### src/rtl/ret_stack.sv
module ret_stack #(
  parameter int AW    = 11,
  parameter int DEPTH = 4
) (
  input  logic          clk,
  input  logic          rst_n,
  input  logic          push_i,
  input  logic [AW-1:0] push_addr_i,
  input  logic          push_carry_i,
  input  logic          pop_val_i,
  input  logic          pop_irq_i,
  output logic [AW-1:0] ret_addr_o,
  output logic          ret_carry_o,
  output logic          ret_carry_load_o,
  output logic          ret_valid_o,
  output logic [$clog2(DEPTH+1)-1:0] level_o,
  output logic          empty_o,
  output logic          full_o,
  output logic          overflow_o,
  output logic          underflow_o
);
  localparam int EW = AW + 1;
  localparam int PW = $clog2(DEPTH);
  localparam int LW = $clog2(DEPTH + 1);

  logic [EW-1:0] mem [DEPTH];
  logic [PW-1:0] wp;
  logic [LW-1:0] cnt;

  wire [PW-1:0] rp      = wp - PW'(1);
  wire          pop_req = pop_val_i | pop_irq_i;
  wire          do_pop  = pop_req & ~push_i;
  wire          is_full = (cnt == LW'(DEPTH));
  wire          is_empty = (cnt == '0);

  assign level_o = cnt;
  assign empty_o = is_empty;
  assign full_o  = is_full;

  always_ff @(posedge clk) begin
    if (push_i) mem[wp] <= {push_carry_i, push_addr_i};
  end

  always_ff @(posedge clk or negedge rst_n) begin
    if (!rst_n) begin
      wp               <= '0;
      cnt              <= '0;
      overflow_o       <= 1'b0;
      underflow_o      <= 1'b0;
      ret_addr_o       <= '0;
      ret_carry_o      <= 1'b0;
      ret_valid_o      <= 1'b0;
      ret_carry_load_o <= 1'b0;
    end else begin
      ret_valid_o      <= 1'b0;
      ret_carry_load_o <= 1'b0;
      if (push_i) begin
        wp <= wp + PW'(1);
        if (is_full) overflow_o <= 1'b1;
        else         cnt <= cnt + LW'(1);
      end else if (do_pop) begin
        if (is_empty) begin
          underflow_o <= 1'b1;
        end else begin
          wp          <= rp;
          cnt         <= cnt - LW'(1);
          ret_addr_o  <= mem[rp][AW-1:0];
          ret_valid_o <= 1'b1;
          if (pop_irq_i) begin
            ret_carry_o      <= mem[rp][AW];
            ret_carry_load_o <= 1'b1;
          end
        end
      end
    end
  end
endmodule

### config.mk
export PLATFORM = sky130hd
export DESIGN_NAME = ret_stack
export DESIGN_NICKNAME = d
export VERILOG_FILES = /design/src/rtl/ret_stack.sv
export SDC_FILE = /design/constraint.sdc
export NUM_CORES = 1
export LEC_CHECK = 0
export CORE_MARGIN = 3
export CORE_UTILIZATION = 40
export CTS_BUF_LIST = sky130_fd_sc_hd__clkbuf_8
export DETAILED_ROUTE_END_ITERATION = 8
export GPL_TIMING_DRIVEN = 0
export HOLD_SLACK_MARGIN = 0.08
export RECOVER_POWER = 100
export SLEW_MARGIN = 20
export SYNTH_ARGS = -nofsm -noshare
export SYNTH_HDL_FRONTEND = slang
export SYNTH_SLANG_ARGS = --single-unit
### constraint.sdc
create_clock -name clk -period 5.54 [get_ports clk]
set_input_delay 0.554 -clock clk [delete_from_list [all_inputs] [get_ports clk]]
set_output_delay 0.554 -clock clk [all_outputs]
set_load 0.02 [all_outputs]
Word-level counts from Yosys, hierarchy flattened

Memories as Yosys holds them, arrays and structs flattened.
Index checks and enable logic that the tools add are counted.
W data, S select, Z words.

Register bits: 21
Bits of input ports: 17
Memories kept: 1
RAM bits: 48

Memories:

| name | depth | bits a word | rd ports | clocked after Yosys merged registers in | wr ports | line | RTL |
|---|---|---|---|---|---|---|---|
| mem  | 4     | 12          | 1        | 0                                       | 1        | 26   | `logic [EW-1:0] mem [DEPTH];` |

Bitwise gates (word level): 4
Mux-type cells: 16
Eq/ne operators: 3
Reduce and logical (&&, ||, !) cells: 8
$add $sub $neg: 4

Operators by type and width:

| cell                  | number |
|---|---|
| $mux W3               | 4 |
| $mux W1               | 9 |
| $reduce_and A3 Y1     | 3 |
| $mux W2               | 3 |
| $ne A2 B2 Y1 const B  | 2 |
| $reduce_and A2 Y1     | 2 |
| $reduce_and A4 Y1     | 1 |
| $add A3 B1 Y3 const B | 1 |
| $eq A3 B3 Y1 const B  | 1 |
| $logic_not A3 Y1      | 1 |
| $sub A3 B1 Y3 const B | 1 |
| $add A2 B1 Y2 const B | 1 |
| $not A1 Y1            | 2 |
| $reduce_bool A2 Y1    | 1 |
| $sub A2 B1 Y2 const B | 1 |
| $and A1 B1 Y1         | 1 |
| $or A1 B1 Y1          | 1 |

Longest topological paths before layout

Gate-level depths: netlist (run 1).

Word-level depth: 4
Mapped depth: 8

Worst setup path after synthesis (run 1)

OpenSTA, ideal clock, no wires.

Kind: in2reg
Start point: input push_i
End point: register cnt[2], in the netlist level_o[2]
Data arrival time: 2.200 ns
Stages: 7
Slack: 3.253 ns
Library setup time: 0.087 ns
Buffers on the path: 2
Path through: buf_2 -> clkbuf_1 -> inv_1 -> fa_1 -> or2_2 -> or3_1 -> a22oi_1

Cells in the longest elaborated chain, start to end: 4
Elaborated cells on any way between the ends: 7
Classes of those cells: 2 x eq/ne; 1 x mux; 2 x bitwise; 2 x reduce/logical

RTL lines:

| element                      | line | RTL |
|---|---|---|
| start, declared              | 7    | `input logic push_i,` |
| $not A1 Y1 (no line)         | -    |  |
| $and A1 B1 Y1                | 32   | `wire do_pop = pop_req & ~push_i;` |
| $reduce_bool A2 Y1 (no line) | -    |  |
| $reduce_and A3 Y1 (no line)  | -    |  |
| end signal, assigned         | 60   | `else cnt <= cnt + LW'(1);` |
| end signal, assigned         | 66   | `cnt <= cnt - LW'(1);` |
| end, declared                | 28   | `logic [LW-1:0] cnt;` |

Several ways; a longest one is shown, not always the timed one.
A chain may end at the register's enable or synchronous reset.

Final worst setup path (run 1)

Start point: register wp[0]
End point: register ret_addr_o[3], read port of mem

Cells in the longest elaborated chain, start to end: 2

RTL lines:

| element                | line | RTL |
|---|---|---|
| start, declared        | 27   | `logic [PW-1:0] wp;` |
| start signal, assigned | 58   | `wp <= wp + PW'(1);` |
| start signal, assigned | 65   | `wp <= rp;` |
| $sub A2 B1 Y2          | 30   | `wire [PW-1:0] rp = wp - PW'(1);` |
| $mem_v2 Z4 W12         | -    |  |
| end, declared          | 12   | `output logic [AW-1:0] ret_addr_o,` |

No other way between the ends.

==> impl_metrics.json, run 1 <==
{
  "cts_made_buffers": 9,
  "syn-mean-instance-area_um2": 19.6,
  "pwr_density_cell_nw_per_um2": 534,
  "min_period_over_period_pct": 59.4,
  "leakage_nw": 1.21,
  "tightest_slew_ns": 1.22,
  "cts_resized": 0,
  "track_usage_pct": 13.3,
  "ctsHoldBuffers": 0,
  "end_kind": "register",
  "finalWirelength_um": 4830,
  "finalSetupTns_ns": 0,
  "synthTopCellsByCount": "edfxtp_1, dfrtp_1, mux2_4, mux4_2",
  "grt_pass1_vias": 1477,
  "drc_errors": 0,
  "reg2reg_depth": 7,
  "cts_setup_buffers": 0,
  "grt_max_degree": 22,
  "worst_slack_ns": 2.25,
  "worstSetupStartpoint": "wp[0]",
  "hold_path.class": "in2async",
  "cpMostUsedCell": "clkbuf_1",
  "wire_per_inst_um": 16.8,
  "fin_area_um2": 3390,
  "grt_overflow": 0,
  "synth_top_area_share_pct": 51.7,
  "maxCapViolCount": 0,
  "fin_crit_ns": 3.29,
  "synth_area_leaders": "edfxtp_1, dfrtp_1, mux4_2, mux2_4, mux4_1",
  "io_pins": 38,
  "cts-root-buf": "clkbuf_8",
  "finalPower_mw": 1.81,
  "port_buffers": 37,
  "fin_nets": 212,
  "setup_viol": 0,
  "finalHoldViolCount": 0,
  "crit_arrival_ns": 3.50,
  "core_area_um2": 6570,
  "drive_gt1_share_pct": 14.4,
  "crit_end": "ret_addr_o[3]",
  "die_h_um": 89.5,
  "place_area_um2": 3280,
  "crit_path_max_incr_delay_ns": 0.68,
  "place_inst": 272,
  "r2r-end": "ret_addr_o[3]",
  "die-area_um2": 8010,
  "fin_util_pct": 51.6,
  "final_max_slew_viol_count": 0,
  "clk_path_buf_depth": 2,
  "ys_ff_latch": 69,
  "timing.rr.start": "wp[0]",
  "ant_nets": 0,
  "dp_hpwl_um": 3170,
  "syn_inst": 142,
  "area_delta_synth_final_pct": 21.5,
  "required_ns": 5.75,
  "drtIter0Drc": 102,
  "vias": 1403,
  "yosysWarnings": 0,
  "yosysMostFrequentCell": "edfxtp_1",
  "initial_core_util_pct": 42.5,
  "rows": 29,
  "peakVddDrop_mv": 0.240,
  "critPathKind": "reg2reg",
  "slew_headroom_pct": 18.8,
  "crit_family": "buffers and inverters",
  "fill_cells": 569,
  "cts_tree": "yes",
  "cp_num_buf_inv": 4,
  "place_ws_ns": 2.40,
  "grt_pass1_wl_um": 7660,
  "synth_async_sr_flop_share_pct": 30.4,
  "layout.cells.non_filler": 288,
  "die_x_um": 89.5,
  "numClockSinks": 69,
  "synth_edf_count": 48,
  "antenna_found_initial": 0,
  "place_congestion": 0.769,
  "cp.depth": 7,
  "htree_levels": 3,
  "rsz0062_at_grt": "no",
  "viasPerCell": 4.87,
  "drtPass1Iterations": 3,
  "multi_input_area_um2": 706,
  "synth_seq_area_share_pct": 70.5,
  "synth_cell_types": 31,
  "hold_slack_ns": 0.450,
  "fmax_mhz": 304,
  "fin_skew_ns": 0.00501,
  "synth_area_um2": 2790,
  "cts.clk_slew.worst_paths_ns": 0.07,
  "outcome": "completed",
  "regArea_um2": 1970,
  "worstSkewPairLatency_ns": 0.33,
  "path_max_fanout": 10,
  "r2r_slack_ns": 2.25,
  "ys.flop_type": "edfxtp_1",
  "cp-start-kind": "register",
  "yosysTopAreaCell": "edfxtp_1",
  "cp_cell_sequence": "clkbuf_1 -> clkbuf_1 -> inv_1 -> ha_1 -> clkbuf_1 -> mux4_2 -> mux2_1",
  "synth_fp_nets": 164,
  "n_antenna_cell": 0,
  "cpMaxStageDelayCell": "clkbuf_1"
}
## layout make-up
class | instances | share of cell area (%)
multi-input cells | 62 | 20.8
well taps | 93 | 3.43
inverters | 4 | 0.443
clock buffers | 10 | 4.06
flip-flops and latches | 69 | 58.1
clock inverters | 6 | 1.62
repair buffers | 37 | 10.7
plain buffers | 7 | 0.812
## cell families (layout without fill, tap and decap cells)
family	after synthesis	after routing	share of synthesized area [%]
AOI/OAI and AO/OA	11	11	2.83
adders and majority gates	5	5	2.51
and+or+nand+nor	19	19	4.35
DFF	69	69	70.5
buffers and inverters	11	64	2.69
xor gates and xnor gates	3	3	0.942
muxes	24	24	16.2
## worst min path at each step
stage / cells past startpoint / slack (ns) / to / startpoint
after global routing: 1 / 0.47 / overflow_o / overflow_o
after global placement: 1 / 0.44 / underflow_o / underflow_o
after CTS: 1 / 0.46 / underflow_o / underflow_o
after detailed placement: 1 / 0.45 / underflow_o / underflow_o
after floorplan: 0 / 0.26 / level_o[0] / rst_n
final: 1 / 0.45 / ret_addr_o[6] / rst_n
## metal layers
layer	share of wire (%)	track usage (%)
met5	0	0
met4	0.99	6.09
met3	4.6	3.04
met2	51	21.6
met1	43	17.0
## where the power goes
part	leakage [nW]	total (mW)	switching, mW	internal (mW)
registers	0.684	0.759	0.0590	0.700
clock network	0.101	0.396	0.181	0.215
logic	0.425	0.654	0.340	0.315
## placed cells by master, fill, tap and decap left out, types with 4 or more instances in the layout
| master | synthesis | routed |
|---|---|---|
| ha_1 | 4 | 4 |
| clkbuf_8 | 0 | 10 |
| inv_1 | 4 | 5 |
| clkbuf_1 | 2 | 7 |
| mux2_1 | 1 | 9 |
| nor2_1 | 4 | 4 |
| edfxtp_1 | 48 | 48 |
| dlygate4sd3_1 | 0 | 33 |
| and2_0 | 0 | 4 |
| mux4_1 | 4 | 4 |
| dfrtp_1 | 21 | 21 |
| mux4_2 | 8 | 8 |
## state kept, by name, indices dropped and copies added (netlist names)
signal,count
mem,48
ret_addr_o,11
level_o,3
wp,2
overflow_o,1
ret_carry_load_o,1
ret_carry_o,1
ret_valid_o,1
underflow_o,1
No activity file was read; power rests on OpenSTA's default activity.
==> run 2: changes to the inputs <==
==> constraint.sdc (replaced) <==
create_clock -name clk -period 3.35 [get_ports clk]
set_input_delay 0.335 -clock clk [delete_from_list [all_inputs] [get_ports clk]]
set_output_delay 0.335 -clock clk [all_outputs]
set_load 0.02 [all_outputs]
==> impl_metrics.json, run 2 (synthesized netlist as in run 1, its figures left out) <==
{
  "cp-start-kind": "input port",
  "drtIter0Drc": 83,
  "largest_register": "mem",
  "cts_made_buffers": 9,
  "port_buffers": 37,
  "dp_hpwl_um": 3170,
  "fin_skew_ns": 0.00460,
  "timing.rr.start": "wp[0]",
  "die_h_um": 89.5,
  "finalWirelength_um": 4830,
  "hold_slack_ns": 0.450,
  "initial_core_util_pct": 42.5,
  "viasPerCell": 4.84,
  "tightest_slew_ns": 1.24,
  "p_clk_share_pct": 21.8,
  "final_common_cell": "edfxtp_1",
  "min_period_over_period_pct": 85.5,
  "numClockSinks": 69,
  "cts.clk_slew.worst_paths_ns": 0.07,
  "worstSkewPairLatency_ns": 0.33,
  "pwr_density_cell_nw_per_um2": 884,
  "area_delta_synth_final_pct": 22.4,
  "clk_path_buf_depth": 2,
  "p_int_mw": 2.06,
  "slew_headroom_pct": 17.1,
  "rsz0062_at_grt": "no",
  "rows": 29,
  "fmax_mhz": 349,
  "n_antenna_cell": 0,
  "setup_viol": 0,
  "antenna_found_initial": 0,
  "drtPass1Iterations": 4,
  "drc_errors": 0,
  "die-area_um2": 8010,
  "vias": 1399,
  "largest_register_ff_count": 48,
  "fin_nets": 213,
  "critPathKind": "in2reg",
  "switching_power_mw": 0.964,
  "cts_tree": "yes",
  "ant_nets": 0,
  "wire_per_inst_um": 16.7,
  "grt_overflow": 0,
  "seqPwrFrac_pct": 41.6,
  "pwr-share-comb_pct": 36.6,
  "r2r_slack_ns": 0.61,
  "die_x_um": 89.5,
  "grt_max_degree": 22,
  "worstHoldPathCells": 1,
  "cpMaxStageDelayCell": "dlygate4sd3_1",
  "crit_arrival_ns": 3.11,
  "track_usage_pct": 13.3,
  "htree_levels": 3,
  "peakVddDrop_mv": 0.398,
  "outcome": "completed",
  "final_max_slew_viol_count": 0,
  "core_area_um2": 6570,
  "hp-start": "underflow_o",
  "grt_pass1_wl_um": 7660,
  "switching_share_pct": 31.9,
  "cpMostUsedCell": "clkbuf_1",
  "finalSetupTns_ns": 0,
  "place_congestion": 0.769,
  "cp_cell_sequence": "dlygate4sd3_1 -> clkbuf_1 -> clkbuf_1 -> inv_1 -> fa_1 -> or2_2 -> or3_1 -> a22oi_1",
  "path_max_fanout": 10,
  "drive_gt1_share_pct": 14.8,
  "cts_setup_buffers": 0,
  "leakage_nw": 1.23,
  "fill_cells": 567,
  "maxCapViolCount": 0,
  "crit_path_max_incr_delay_ns": 0.60,
  "io_pins": 38,
  "reg2reg_depth": 7,
  "r2r-end": "ret_addr_o[3]",
  "cts-root-buf": "clkbuf_8",
  "hold_path.class": "reg2reg",
  "end_kind": "register",
  "grt_pass1_vias": 1477,
  "finalHoldViolCount": 0,
  "holdPathEnd": "underflow_o",
  "layout_common_cells": "edfxtp_1, dlygate4sd3_1, dfrtp_1, clkbuf_8, mux2_1",
  "required_ns": 3.60,
  "fin_crit_ns": 2.86
}
[run 2: changes by cell type in the layout (fill, tap and decap cells not counted), sizes merged]
cell / delta
dlygate4sd3: +2
buf: +1
clkbuf: -1
clkdlybuf4s50: -1
[run 2: layout make-up]
type	count	area (um2)	share of cell area (%)
inverter	4	15.0	0.440
multi-input combinational	62	706	20.7
tap	93	116	3.41
timing repair buffer	38	374	11.0
buffer	7	43.8	1.28
sequential	69	1970	57.6
clock buffer	10	138	4.03
clock inverter	6	55.1	1.61
[run 2: worst max-delay path: cells and delay by family]
kind | cells | cell delay [ns]
simple gates | 2 | 0.64
buf+inv | 4 | 1.51
fa+ha+maj | 1 | 0.48
compound gates | 1 | 0.15
[run 2: what timing repair did]
item,CTS,global route
hold buffers,0,1
hold endpoints to repair,0,21
resized for setup,0,0
[run 2: worst max path at each step]
| stage | startpoint | to | slack (ns) | cells after the start |
|---|---|---|---|---|
| floorplan | wp[0] | ret_addr_o[0] | 1.28 | 7 |
| global placement | push_i | level_o[2] | 0.55 | 8 |
| detailed placement | push_i | level_o[2] | 0.43 | 8 |
| CTS | push_i | level_o[2] | 0.76 | 8 |
| global route | push_i | level_o[2] | 0.38 | 8 |
| finish | push_i | level_o[2] | 0.49 | 8 |
[run 2: per-stage QoR]
step	instances	setup WS (ns)	power (mW)	cell area, um2	utilization [%]
finish	289	0.487	3.02	3410	52.0
CTS	288	0.762	3.21	3470	52.8
floorplan	142	1.28	2.10	2790	-
global placement	272	0.547	2.51	3280	49.9
global route	289	0.379	3.20	3410	52.0
detailed placement	272	0.427	2.55	3280	49.9
[run 2: power by group through the flow]
stage | Sequential, mW | Combinational [mW] | Clock (mW)
global route | 1.29 | 1.20 | 0.710
floorplan | 1.39 | 0.706 | 0
global placement | 1.28 | 1.23 | 0
finish | 1.26 | 1.11 | 0.657
detailed placement | 1.29 | 1.25 | 0
CTS | 1.28 | 1.26 | 0.671
[run 2: per-layer routing]
layer	track usage (%)	routed length, um	vias up
met3	3.04	215	4
met1	17.0	2100	716
met4	6.09	49	0
li1	-	-	651
met2	21.6	2470	28
met5	0	0	-
==> run 3: changes to the inputs <==
--- a/config.mk
+++ b/config.mk
@@ -16,3 +16,4 @@
 export SYNTH_ARGS = -nofsm -noshare
 export SYNTH_HDL_FRONTEND = slang
 export SYNTH_SLANG_ARGS = --single-unit
+export TNS_END_PERCENT = 1
==> results of run 3 <==
The final DEF is identical to that of run 2; final timing and power are the same.
